--- src/rtl/cfg_pkg.sv ---
package cfg_pkg;
    localparam int WORD_W = 32;
    localparam int CODE_W = 3;
    localparam int INT_W  = 12;
    localparam int FMSB_W = 12;
    localparam int FLSB_W = 13;
    localparam int FRAC_W = FMSB_W + FLSB_W;
    localparam int RDIV_W = 5;
    localparam int CUR_W  = 4;

    // field low-bit positions inside the 32-bit word
    localparam int INT_LO  = 19;
    localparam int FMSB_LO = 7;
    localparam int FLSB_LO = 15;
    localparam int RDIV_LO = 15;
    localparam int DBL_POS = 20;
    localparam int CUR_LO  = 24;

    typedef logic [WORD_W-1:0] word_t;

    typedef enum logic [CODE_W-1:0] {
        SEL_R0 = 3'b000,
        SEL_R1 = 3'b001,
        SEL_R2 = 3'b010,
        SEL_R3 = 3'b011,
        SEL_R4 = 3'b100
    } sel_e;

    typedef struct packed {
        logic [FLSB_W-1:0] flsb;
        logic [RDIV_W-1:0] rdiv;
        logic              dbl;
        logic [CUR_W-1:0]  cur;
    } staged_t;

    typedef struct packed {
        logic [INT_W-1:0]  int_div;
        logic [FRAC_W-1:0] frac;
        logic [RDIV_W-1:0] rdiv;
        logic              dbl;
        logic [CUR_W-1:0]  cur;
    } active_t;

    function automatic logic [CODE_W-1:0] word_code(word_t w);
        return w[CODE_W-1:0];
    endfunction

    function automatic logic [INT_W-1:0] get_int(word_t w);
        return w[INT_LO +: INT_W];
    endfunction

    function automatic logic [FMSB_W-1:0] get_fmsb(word_t w);
        return w[FMSB_LO +: FMSB_W];
    endfunction

    function automatic logic [FLSB_W-1:0] get_flsb(word_t w);
        return w[FLSB_LO +: FLSB_W];
    endfunction
endpackage

--- src/rtl/cfg_in_sync.sv ---
module cfg_in_sync #(
    parameter int W      = 3,
    parameter int STAGES = 2
) (
    input  logic         clk,
    input  logic         rst,
    input  logic [W-1:0] async_i,
    output logic [W-1:0] sync_o,
    output logic [W-1:0] rise_o
);
    logic [W-1:0] chain [STAGES];
    logic [W-1:0] prev_q;

    genvar s;
    generate
        for (s = 0; s < STAGES; s++) begin : g_stage
            always_ff @(posedge clk) begin
                if (rst) chain[s] <= '0;
                else if (s == 0) chain[s] <= async_i;
                else chain[s] <= chain[(s == 0) ? 0 : s-1];
            end
        end
    endgenerate

    always_ff @(posedge clk) begin
        if (rst) prev_q <= '0;
        else     prev_q <= chain[STAGES-1];
    end

    assign sync_o = chain[STAGES-1];
    assign rise_o = chain[STAGES-1] & ~prev_q;
endmodule

--- src/rtl/cfg_shift.sv ---
module cfg_shift
    import cfg_pkg::*;
(
    input  logic  clk,
    input  logic  rst,
    input  logic  shift_en,
    input  logic  bit_i,
    output word_t word_o
);
    word_t sr_q;

    always_ff @(posedge clk) begin
        if (rst)           sr_q <= '0;
        else if (shift_en) sr_q <= {sr_q[WORD_W-2:0], bit_i};
    end

    assign word_o = sr_q;


    shift_hold_chk: assert property (@(posedge clk) disable iff (rst)
        !shift_en |=> $stable(sr_q));
endmodule

--- src/rtl/cfg_reg_bank.sv ---
module cfg_reg_bank
    import cfg_pkg::*;
(
    input  logic    clk,
    input  logic    rst,
    input  logic    load_i,
    input  word_t   word_i,
    output active_t act_o,
    output logic    upd_o
);
    logic    wr_r0, wr_r1, wr_r2, wr_r3, wr_r4;
    staged_t stg_q;
    active_t act_q;
    logic    upd_q;
    logic    unused_bits;

    always_comb begin
        wr_r0 = 1'b0; wr_r1 = 1'b0; wr_r2 = 1'b0; wr_r3 = 1'b0; wr_r4 = 1'b0;
        if (load_i) begin
            case (word_code(word_i))
                SEL_R0:  wr_r0 = 1'b1;
                SEL_R1:  wr_r1 = 1'b1;
                SEL_R2:  wr_r2 = 1'b1;
                SEL_R3:  wr_r3 = 1'b1;
                SEL_R4:  wr_r4 = 1'b1;
                default: ;
            endcase
        end
    end

    // staging layer
    always_ff @(posedge clk) begin
        if (rst) begin
            stg_q <= '0;
        end else begin
            if (wr_r1) stg_q.flsb <= get_flsb(word_i);
            if (wr_r2) begin
                stg_q.rdiv <= word_i[RDIV_LO +: RDIV_W];
                stg_q.dbl  <= word_i[DBL_POS];
                stg_q.cur  <= word_i[CUR_LO +: CUR_W];
            end
        end
    end

    // commit on register 0
    always_ff @(posedge clk) begin
        if (rst) begin
            act_q <= '0;
            upd_q <= 1'b0;
        end else begin
            upd_q <= wr_r0;
            if (wr_r0) begin
                act_q.int_div <= get_int(word_i);
                act_q.frac    <= {get_fmsb(word_i), stg_q.flsb};
                act_q.rdiv    <= stg_q.rdiv;
                act_q.dbl     <= stg_q.dbl;
                act_q.cur     <= stg_q.cur;
            end
        end
    end

    assign act_o = act_q;
    assign upd_o = upd_q;
    assign unused_bits = ^{word_i[WORD_W-1], word_i[FMSB_LO-1:CODE_W], wr_r3, wr_r4};


    decode_onehot_chk: assert property (@(posedge clk) disable iff (rst)
        $onehot0({wr_r0, wr_r1, wr_r2, wr_r3, wr_r4}));

    upd_source_chk: assert property (@(posedge clk) disable iff (rst)
        upd_q |-> $past(load_i && word_code(word_i) == SEL_R0));

    active_hold_chk: assert property (@(posedge clk) disable iff (rst)
        !upd_q |-> $stable(act_q));

    stage_lsb_hold_chk: assert property (@(posedge clk) disable iff (rst)
        !(load_i && word_code(word_i) == SEL_R1) |=> $stable(stg_q.flsb));

    reserved_code_chk: assert property (@(posedge clk) disable iff (rst)
        (load_i && word_code(word_i) > SEL_R4) |=> ($stable(stg_q) && !upd_q));
endmodule

--- src/rtl/synth_cfg_port.sv ---
module synth_cfg_port
    import cfg_pkg::*;
(
    input  logic              clk,
    input  logic              rst,
    input  logic              sclk_i,
    input  logic              sdata_i,
    input  logic              le_i,
    output logic [INT_W-1:0]  int_div_o,
    output logic [FRAC_W-1:0] frac_o,
    output logic [RDIV_W-1:0] ref_div_o,
    output logic              ref_dbl_o,
    output logic [CUR_W-1:0]  cp_cur_o,
    output logic              upd_o
);
    logic [2:0] pins_s, pins_rise;
    word_t      word;
    active_t    act;

    cfg_in_sync #(.W(3), .STAGES(2)) u_sync (
        .clk(clk), .rst(rst),
        .async_i({le_i, sdata_i, sclk_i}),
        .sync_o(pins_s), .rise_o(pins_rise)
    );

    cfg_shift u_shift (
        .clk(clk), .rst(rst),
        .shift_en(pins_rise[0]), .bit_i(pins_s[1]),
        .word_o(word)
    );

    cfg_reg_bank u_bank (
        .clk(clk), .rst(rst),
        .load_i(pins_rise[2]), .word_i(word),
        .act_o(act), .upd_o(upd_o)
    );

    assign int_div_o = act.int_div;
    assign frac_o    = act.frac;
    assign ref_div_o = act.rdiv;
    assign ref_dbl_o = act.dbl;
    assign cp_cur_o  = act.cur;


    reset_clear_chk: assert property (@(posedge clk)
        $past(rst) |-> (frac_o == '0 && int_div_o == '0 && !upd_o));
endmodule

--- config.mk ---
export PLATFORM = sky130hd
export DESIGN_NAME = synth_cfg_port
export DESIGN_NICKNAME = d
export VERILOG_FILES = /design/src/rtl/cfg_pkg.sv /design/src/rtl/cfg_in_sync.sv /design/src/rtl/cfg_shift.sv /design/src/rtl/cfg_reg_bank.sv /design/src/rtl/synth_cfg_port.sv
export SDC_FILE = /design/constraint.sdc
export NUM_CORES = 1
export LEC_CHECK = 0
export BUFFER_PORTS_ARGS = -buffer_cell sky130_fd_sc_hd__buf_4
export CAP_MARGIN = 10
export CORE_ASPECT_RATIO = 1.25
export CORE_MARGIN = 8
export CORE_UTILIZATION = 45
export DETAILED_ROUTE_END_ITERATION = 6
export GPL_ROUTABILITY_DRIVEN = 0
export PLACE_DENSITY = 0.64
export SLEW_MARGIN = 10
export SYNTH_ARGS = -nofsm -noshare
export SYNTH_HDL_FRONTEND = slang
export SYNTH_SLANG_ARGS = --single-unit
--- constraint.sdc ---
create_clock -name clk -period 2.45 [get_ports clk]
set_input_delay 0.245 -clock clk [delete_from_list [all_inputs] [get_ports clk]]
set_output_delay 0.245 -clock clk [all_outputs]
set_load 0.05 [all_outputs]
==> metrics.txt, run 1 <==
CP max FO 32; post-synth cell types 16; Comb pwr share 3.2%; hpwl dp 4.591 mm; Die X just over 100 microns; Detailed Routing Iterations Pass 1 4; CP max-delay cell or4_2; crit path from u_sync.prev_q[2]$_SDFF_PP0_; critical path's largest stage delay 0.55 ns; sequential fraction of the synthesis area 53.04%; total grt overflow 0; post-route ant nets 0; register share of total power 52.5%; synthesized area per cell 10.10 sq um; top cell family by delay on the critical path simple AND/OR/NAND/NOR gates; Setup crit start kind flop; M1 WL ~3.4 mm; fin crit share between 60 and 70%; final worst clock skew around 0.015 ns; synth-to-layout area growth 18.90%; max layer used met4; setup TNS 0 ns; sw power ~730 uW; Synth Cell Area 4151 sq um; CP cell instances nand2b_2 > or4_2 > buf_4 > mux2i_1; syn nets between 400 and 500; Sw Share 21.48%; PortBufs 52; Fin. Hold Viols 0; Post-CTS Setup Inserts 0; Routed met3 length 429 microns; largest net degree at the start of global routing 75; Clock H-tree levels 3; Buf/Inv on CP 1; routed vias around 2700; initial antenna violation count 0; Int Power around 2.7 mW; die height 123.4 microns; metal2 WL 3.375 mm; full die area 12570 sq um; Pwr Density a little under 700 nW/um^2; Via density 4.707; status completed; CTS tree built; RSZ-0062 raised after global routing no; Slew headroom approximately three fifths; Worst Path Required approximately 2.7 ns; WHS 0.1174 ns; Root Buffer clkbuf_16; Placed Instances 564; total wire length 7.310 mm; clock sink count 110; reg2reg start u_sync.prev_q[2]$_SDFF_PP0_; Final Setup Violations 0; synthesized flop and latch total between 100 and 150; first-pass GRT wire length about 12 mm; Syn. warnings 0; Initial Utilization 45.74%; Worst-Margin Slew 0.6110 ns; vias in the first global route 2645; Arr. time, crit path 1.90 ns; Final Max Slew Viols 0; Peak Freq 589.9 MHz; All-Layer GR Usage 12.10%; post_cts resized 0; Clock power frac 44.3%; final worst path period need 1.695 ns; ant diodes 0; Setup Crit Path Kind reg2reg; Clk Latency, worst-skew pair 0.35 ns; residual DRC count 0; Leak 1.991 nW; Min-Delay Startpoint sclk_i; commonest cells after routing, fill and taps aside 110 x dfxtp_1, 95 x nand2b_1, 70 x mux2i_1; most common cell after layout, fill and taps aside dfxtp_1; # rows 39; drt first-iter violations 109; HP Class in2reg; CTS Hold Bufs 0; core region area 9076 sq um; Peak VDD IR 0.0003653 V; DR WL/cell 12.60 microns; # IOs 53; Crit. End Element flop; fin nets between 400 and 500; Max-Cap Viols 0; Mapped Cells 411; final cell count without fillers 580; worst-case clock buffer depth 2; Worst-path clk slew 0.07 ns; share of cells above drive strength 1 17.29%; TritonCTS Buffers 9
-- Yosys cell counts, drive strengths merged --
library cell,count,area share [%]
a21oi,31,3.7
nand2,62,5.6
dfxtp,110,53
mux2i,70,17
or4b,1,0.24
nor4,1,0.51
buf,9,1.7
nor2b,9,1.4
or4,1,0.18
nor4b,1,0.36
nand2b,96,15
clkbuf,19,1.7
nor2,1,0.090
-- worst register-to-register path: cells and delay by family, from the launching register on --
family | cells | cell delay, ns
simple gates | 2 | 0.77
mux | 1 | 0.20
buf+inv | 1 | 0.32
flops | 1 | 0.29
-- flip-flops by register name, summed over array words and instances, names as in the netlist --
signal / flops
u_shift.word_o: 31
u_bank.act_o: 47
u_sync.chain: 6
u_bank.upd_o: 1
u_bank.stg_q: 23
u_sync.prev_q: 2
-- worst paths after layout --
kind | slack, ns | end | cells after the start
worst max-delay path | 0.75 | u_bank.act_o[15]$_SDFFE_PP0P_ | 4
worst min-delay path | 0.12 | u_sync.chain[0][0]$_SDFF_PP0_ | 2
worst max register to register | 0.75 | u_bank.act_o[15]$_SDFFE_PP0P_ | 4
worst min register to register | 0.44 | u_sync.chain[1][0]$_SDFF_PP0_ | 1
-- power by group through the flow --
stage          Sequential, mW  Combinational [mW]  Clock [mW]
3_3_place_gp             1.84               0.110           0
6_report                 1.79               0.109        1.51
4_1_cts                  1.79               0.111        1.55
2_1_floorplan            1.84              0.0901           0
5_1_grt                  1.79               0.118        1.62
3_5_place_dp             1.84               0.111           0
-- metal layers --
metal / GRT usage [%] / vias to the layer above
met3: 3.775 / 11
met2: 20.20 / 49
met5: 0 / -
met4: 5.244 / 0
li1: - / 1418
met1: 13.94 / 1252
-- kinds of logic (layout without fill, tap and decap cells) --
logic type	after synthesis	in the layout	synth area share, %
simple gates	172	172	22.87
flops	110	110	53.04
mux	70	70	16.88
compound gates	31	31	3.737
buf+inv	28	74	3.466
-- through the flow --
| stage | instance area, sq um | util, % | power, mW | worst slack, ns |
|---|---|---|---|---|
| after floorplan | 4151 | - | 1.928 | 1.042 |
| after global placement | 4622 | 50.92 | 1.946 | 0.7803 |
| after detailed placement | 4622 | 50.92 | 1.947 | 0.7376 |
| after CTS | 4936 | 54.38 | 3.454 | 0.7354 |
| after global routing | 4936 | 54.38 | 3.536 | 0.6933 |
| final | 4936 | 54.38 | 3.415 | 0.7549 |
-- cell type report --
class                      count  area, sq um
clock buffer                  10        239.0
clock inverter                 6        75.07
fill                         858         4140
multi-input combinational    273         1818
sequential                   110         2202
tap                          123        153.9
timing repair buffer          58        447.9
No activity file was read; power rests on OpenSTA's default activity.
==> run 2, diff against run 1 <==
--- a/config.mk
+++ b/config.mk
@@ -5,6 +5,7 @@
 export SDC_FILE = /design/constraint.sdc
 export NUM_CORES = 1
 export LEC_CHECK = 0
+export ABC_AREA = 1
 export BUFFER_PORTS_ARGS = -buffer_cell sky130_fd_sc_hd__buf_4
 export CAP_MARGIN = 10
 export CORE_ASPECT_RATIO = 1.25
@@ -12,7 +13,7 @@
 export CORE_UTILIZATION = 45
 export DETAILED_ROUTE_END_ITERATION = 6
 export GPL_ROUTABILITY_DRIVEN = 0
-export PLACE_DENSITY = 0.64
+export PLACE_DENSITY = 0.66
 export SLEW_MARGIN = 10
 export SYNTH_ARGS = -nofsm -noshare
 export SYNTH_HDL_FRONTEND = slang
==> constraint.sdc (replaced) <==
create_clock -name clk -period 1.5 [get_ports clk]
set_input_delay 0.15 -clock clk [delete_from_list [all_inputs] [get_ports clk]]
set_output_delay 0.15 -clock clk [all_outputs]
set_load 0.05 [all_outputs]
==> metrics.txt, run 2 <==
Syn. warnings 0 (unchanged); worst hold path endpoint u_sync.chain[0][2]$_SDFF_PP0_; # rows 39 (unchanged); Setup WS post-layout 0.2384 ns (-0.5165 ns); largest net degree at the start of global routing 102 (+36%); Clock H-tree levels 3 (unchanged); # IOs 53 (unchanged); final worst path period need 1.262 ns (-0.4335 ns); Post-CTS Setup Inserts 0 (unchanged); syn nets 581 (+40%); sequential fraction of the synthesis area 52.44% (-0.60 points); Root Buffer clkbuf_16; post-layout instance area 4917 sq um (-0.38%); PortBufs 52 (unchanged); Post-synth top flop dfxtp_1; leading area contributor after synthesis dfxtp_1; HP Class in2reg; Crit. End Element flop; Synth Cell Area 4199 sq um (+1.1%); Max-Cap Viols 0 (unchanged); Final Max Slew Viols 0 (unchanged); total grt overflow 0 (unchanged); XOR/XNOR share of the synthesized area 0% (unchanged); Hold Path Cell Cnt 3 (+1); Peak Freq 792.7 MHz (+34%); Initial Utilization 46.02% (+0.28 points); Setup Crit Path Kind reg2reg; post_cts resized 0 (unchanged); Synth Area in Simple Gates 29.53% (+6.7 points); Synth top area share 52.44% (-0.60 points); hpwl dp 5.623 mm (+22%); largest cells by area after synthesis dfxtp_1 52%, nor2_1 14%, nand2_1 7.4%; status completed; Power, Total 5.948 mW (+74%); Worst-Margin Slew 0.3863 ns (-0.2247 ns); Mapped Cells 576 (+40%); core region area 9125 sq um (+0.54%); reg-to-reg setup timing slack 0.24 ns (-0.52 ns); Detailed Routing Iterations Pass 1 5 (+1); Peak VDD IR 0.0006907 V (+89%); All-Layer GR Usage 14.59% (+2.5 points); fin nets 619 (+35%); Slew headroom 74.24% (+15 points); Post-synth top cells 157 x nor2_1, 110 x dfxtp_1, 83 x nand2_1; final worst clock skew 0.006798 ns (-0.008188 ns); fraction of synthesized area in multiplexers 0% (-17 points); worst-case clock buffer depth 2 (unchanged); full die area 12700 sq um (+0.98%); CP max FO 24 (-25%); Final Setup Violations 0 (unchanged); drt first-iter violations 179 (+64%); Util after Layout 53.89% (-0.50 points); residual DRC count 0 (unchanged); Placement Setup Slack 0.2412 ns (-0.4965 ns); Clk Latency, worst-skew pair 0.34 ns (about the same); first-pass GRT wire length 14.79 mm (+21%); Placed Area 4656 sq um (+0.73%); DR WL/cell 11.39 microns (-9.6%); most common cell in the synthesized netlist nor2_1; initial antenna violation count 0 (unchanged); synthesized area per cell 7.290 sq um (-28%); synth-to-layout area growth 17.10%; fin crit share 84.11% (+15 points); total wire length 8.440 mm (+15%); Placed Instances 725 (+29%); Fin. Hold Viols 0 (unchanged); share of cells above drive strength 1 13.27% (-4.0 points); post-route ant nets 0 (unchanged); Leak 2.065 nW (+3.7%); reg2reg end u_bank.act_o[19]$_SDFFE_PP0P_; worst reg-to-reg path cell count 7 (+3); most common cell after layout, fill and taps aside nor2_1; Setup crit start kind flop; CTS tree built; TritonCTS Buffers 9 (unchanged); Via density 4.686 (-0.45%); adder-cell share of the synthesized area 0% (unchanged); post-synth cell types 16 (unchanged); WHS 0.01088 ns (-0.1066 ns); vias in the first global route 3383 (+28%); routed vias 3472 (+27%); synthesized flop and latch total 110 (unchanged); final cell count without fillers 741 (+28%); setup TNS 0 ns (unchanged); Die X 102.4 microns (+0.48%); Worst-path clk slew 0.06 ns (about the same); RSZ-0062 raised after global routing no; clock sink count 110 (unchanged); Min-Delay Startpoint le_i; Post-synth ARST share 0% (unchanged); max reg flops 47 (unchanged); Arr. time, crit path 1.50 ns (-0.40 ns); reg2reg start u_sync.prev_q[2]$_SDFF_PP0_; commonest cells after routing, fill and taps aside 157 x nor2_1, 110 x dfxtp_1, 83 x nand2_1; Worst Path Required 1.74 ns (-0.92 ns); area fraction in compound gates after synthesis 7.032% (+3.3 points); combinational family with the most area after synthesis simple AND/OR/NAND/NOR gates; Post-synth EDFFs 0 (unchanged); ant diodes 0 (unchanged); die height 124 microns (+0.50%); Pwr Density 1210 nW/um^2 (+75%)
==> run 2: cell count changes in the layout (fill, tap and decap cells not counted), moves of 5 or more <==
cell,delta
clkbuf_1,+5
inv_1,+59
mux2i_1,-70
nand2_1,+21
nand2b_1,-95
nand3_1,+61
nor2_1,+156
nor2b_1,-8
o21ai_0,+31
==> run 2: layout make-up <==
type                       count  area (sq um)
clock buffer                  14         244.0
clock inverter                 1         7.507
fill                         927          4208
inverter                      63         236.5
multi-input combinational    365          1545
sequential                   110          2202
tap                          123         153.9
timing repair buffer          65         528.0
==> run 2: cell families (layout without fill, tap and decap cells) <==
logic type | after synthesis | count (layout)
buf+inv | 101 | 143
flops | 110 | 110
compound gates | 59 | 59
simple gates | 306 | 306
==> run 2: where the power goes <==
| group | total [mW] | internal, mW | switching (mW) |
|---|---|---|---|
| clock | 2.07 | 1.12 | 0.954 |
| sequential | 3.10 | 3.04 | 0.0600 |
| combinational | 0.772 | 0.235 | 0.537 |
==> run 2: worst max-delay path, stage by stage, from the launching register on <==
cell     delay, ns
dfxtp_1       0.30
inv_1         0.10
nand2_1       0.10
nor2_4        0.12
buf_4         0.27
nand3_1       0.13
nand2_1       0.08
nor2_1        0.04
==> run 2: metal layers <==
metal	track usage [%]	share of wire, %
met1	16.35	44
met2	25.56	50
met3	3.803	4.4
met4	6.072	1.5
met5	0	0
==> run 2: worst max path at each step <==
stage                                   startpoint                             to  slack, ns  cells after the start
finish                 u_sync.prev_q[2]$_SDFF_PP0_  u_bank.act_o[19]$_SDFFE_PP0P_       0.24                      7
global route           u_sync.prev_q[2]$_SDFF_PP0_   u_bank.act_o[3]$_SDFFE_PP0P_       0.09                      7
CTS                    u_sync.prev_q[2]$_SDFF_PP0_  u_bank.act_o[19]$_SDFFE_PP0P_       0.23                      7
detailed placement   u_sync.chain[1][2]$_SDFF_PP0_  u_bank.act_o[19]$_SDFFE_PP0P_       0.24                      6
global placement     u_sync.chain[1][2]$_SDFF_PP0_  u_bank.act_o[19]$_SDFFE_PP0P_       0.28                      6
floorplan           u_shift.word_o[1]$_SDFFE_PP0P_  u_bank.act_o[11]$_SDFFE_PP0P_       0.44                      7
==> run 2: what timing repair did <==
item,CTS,global route
setup endpoints to repair,0,0
endpoints found under the hold margin,1,0
hold buffers,1,0
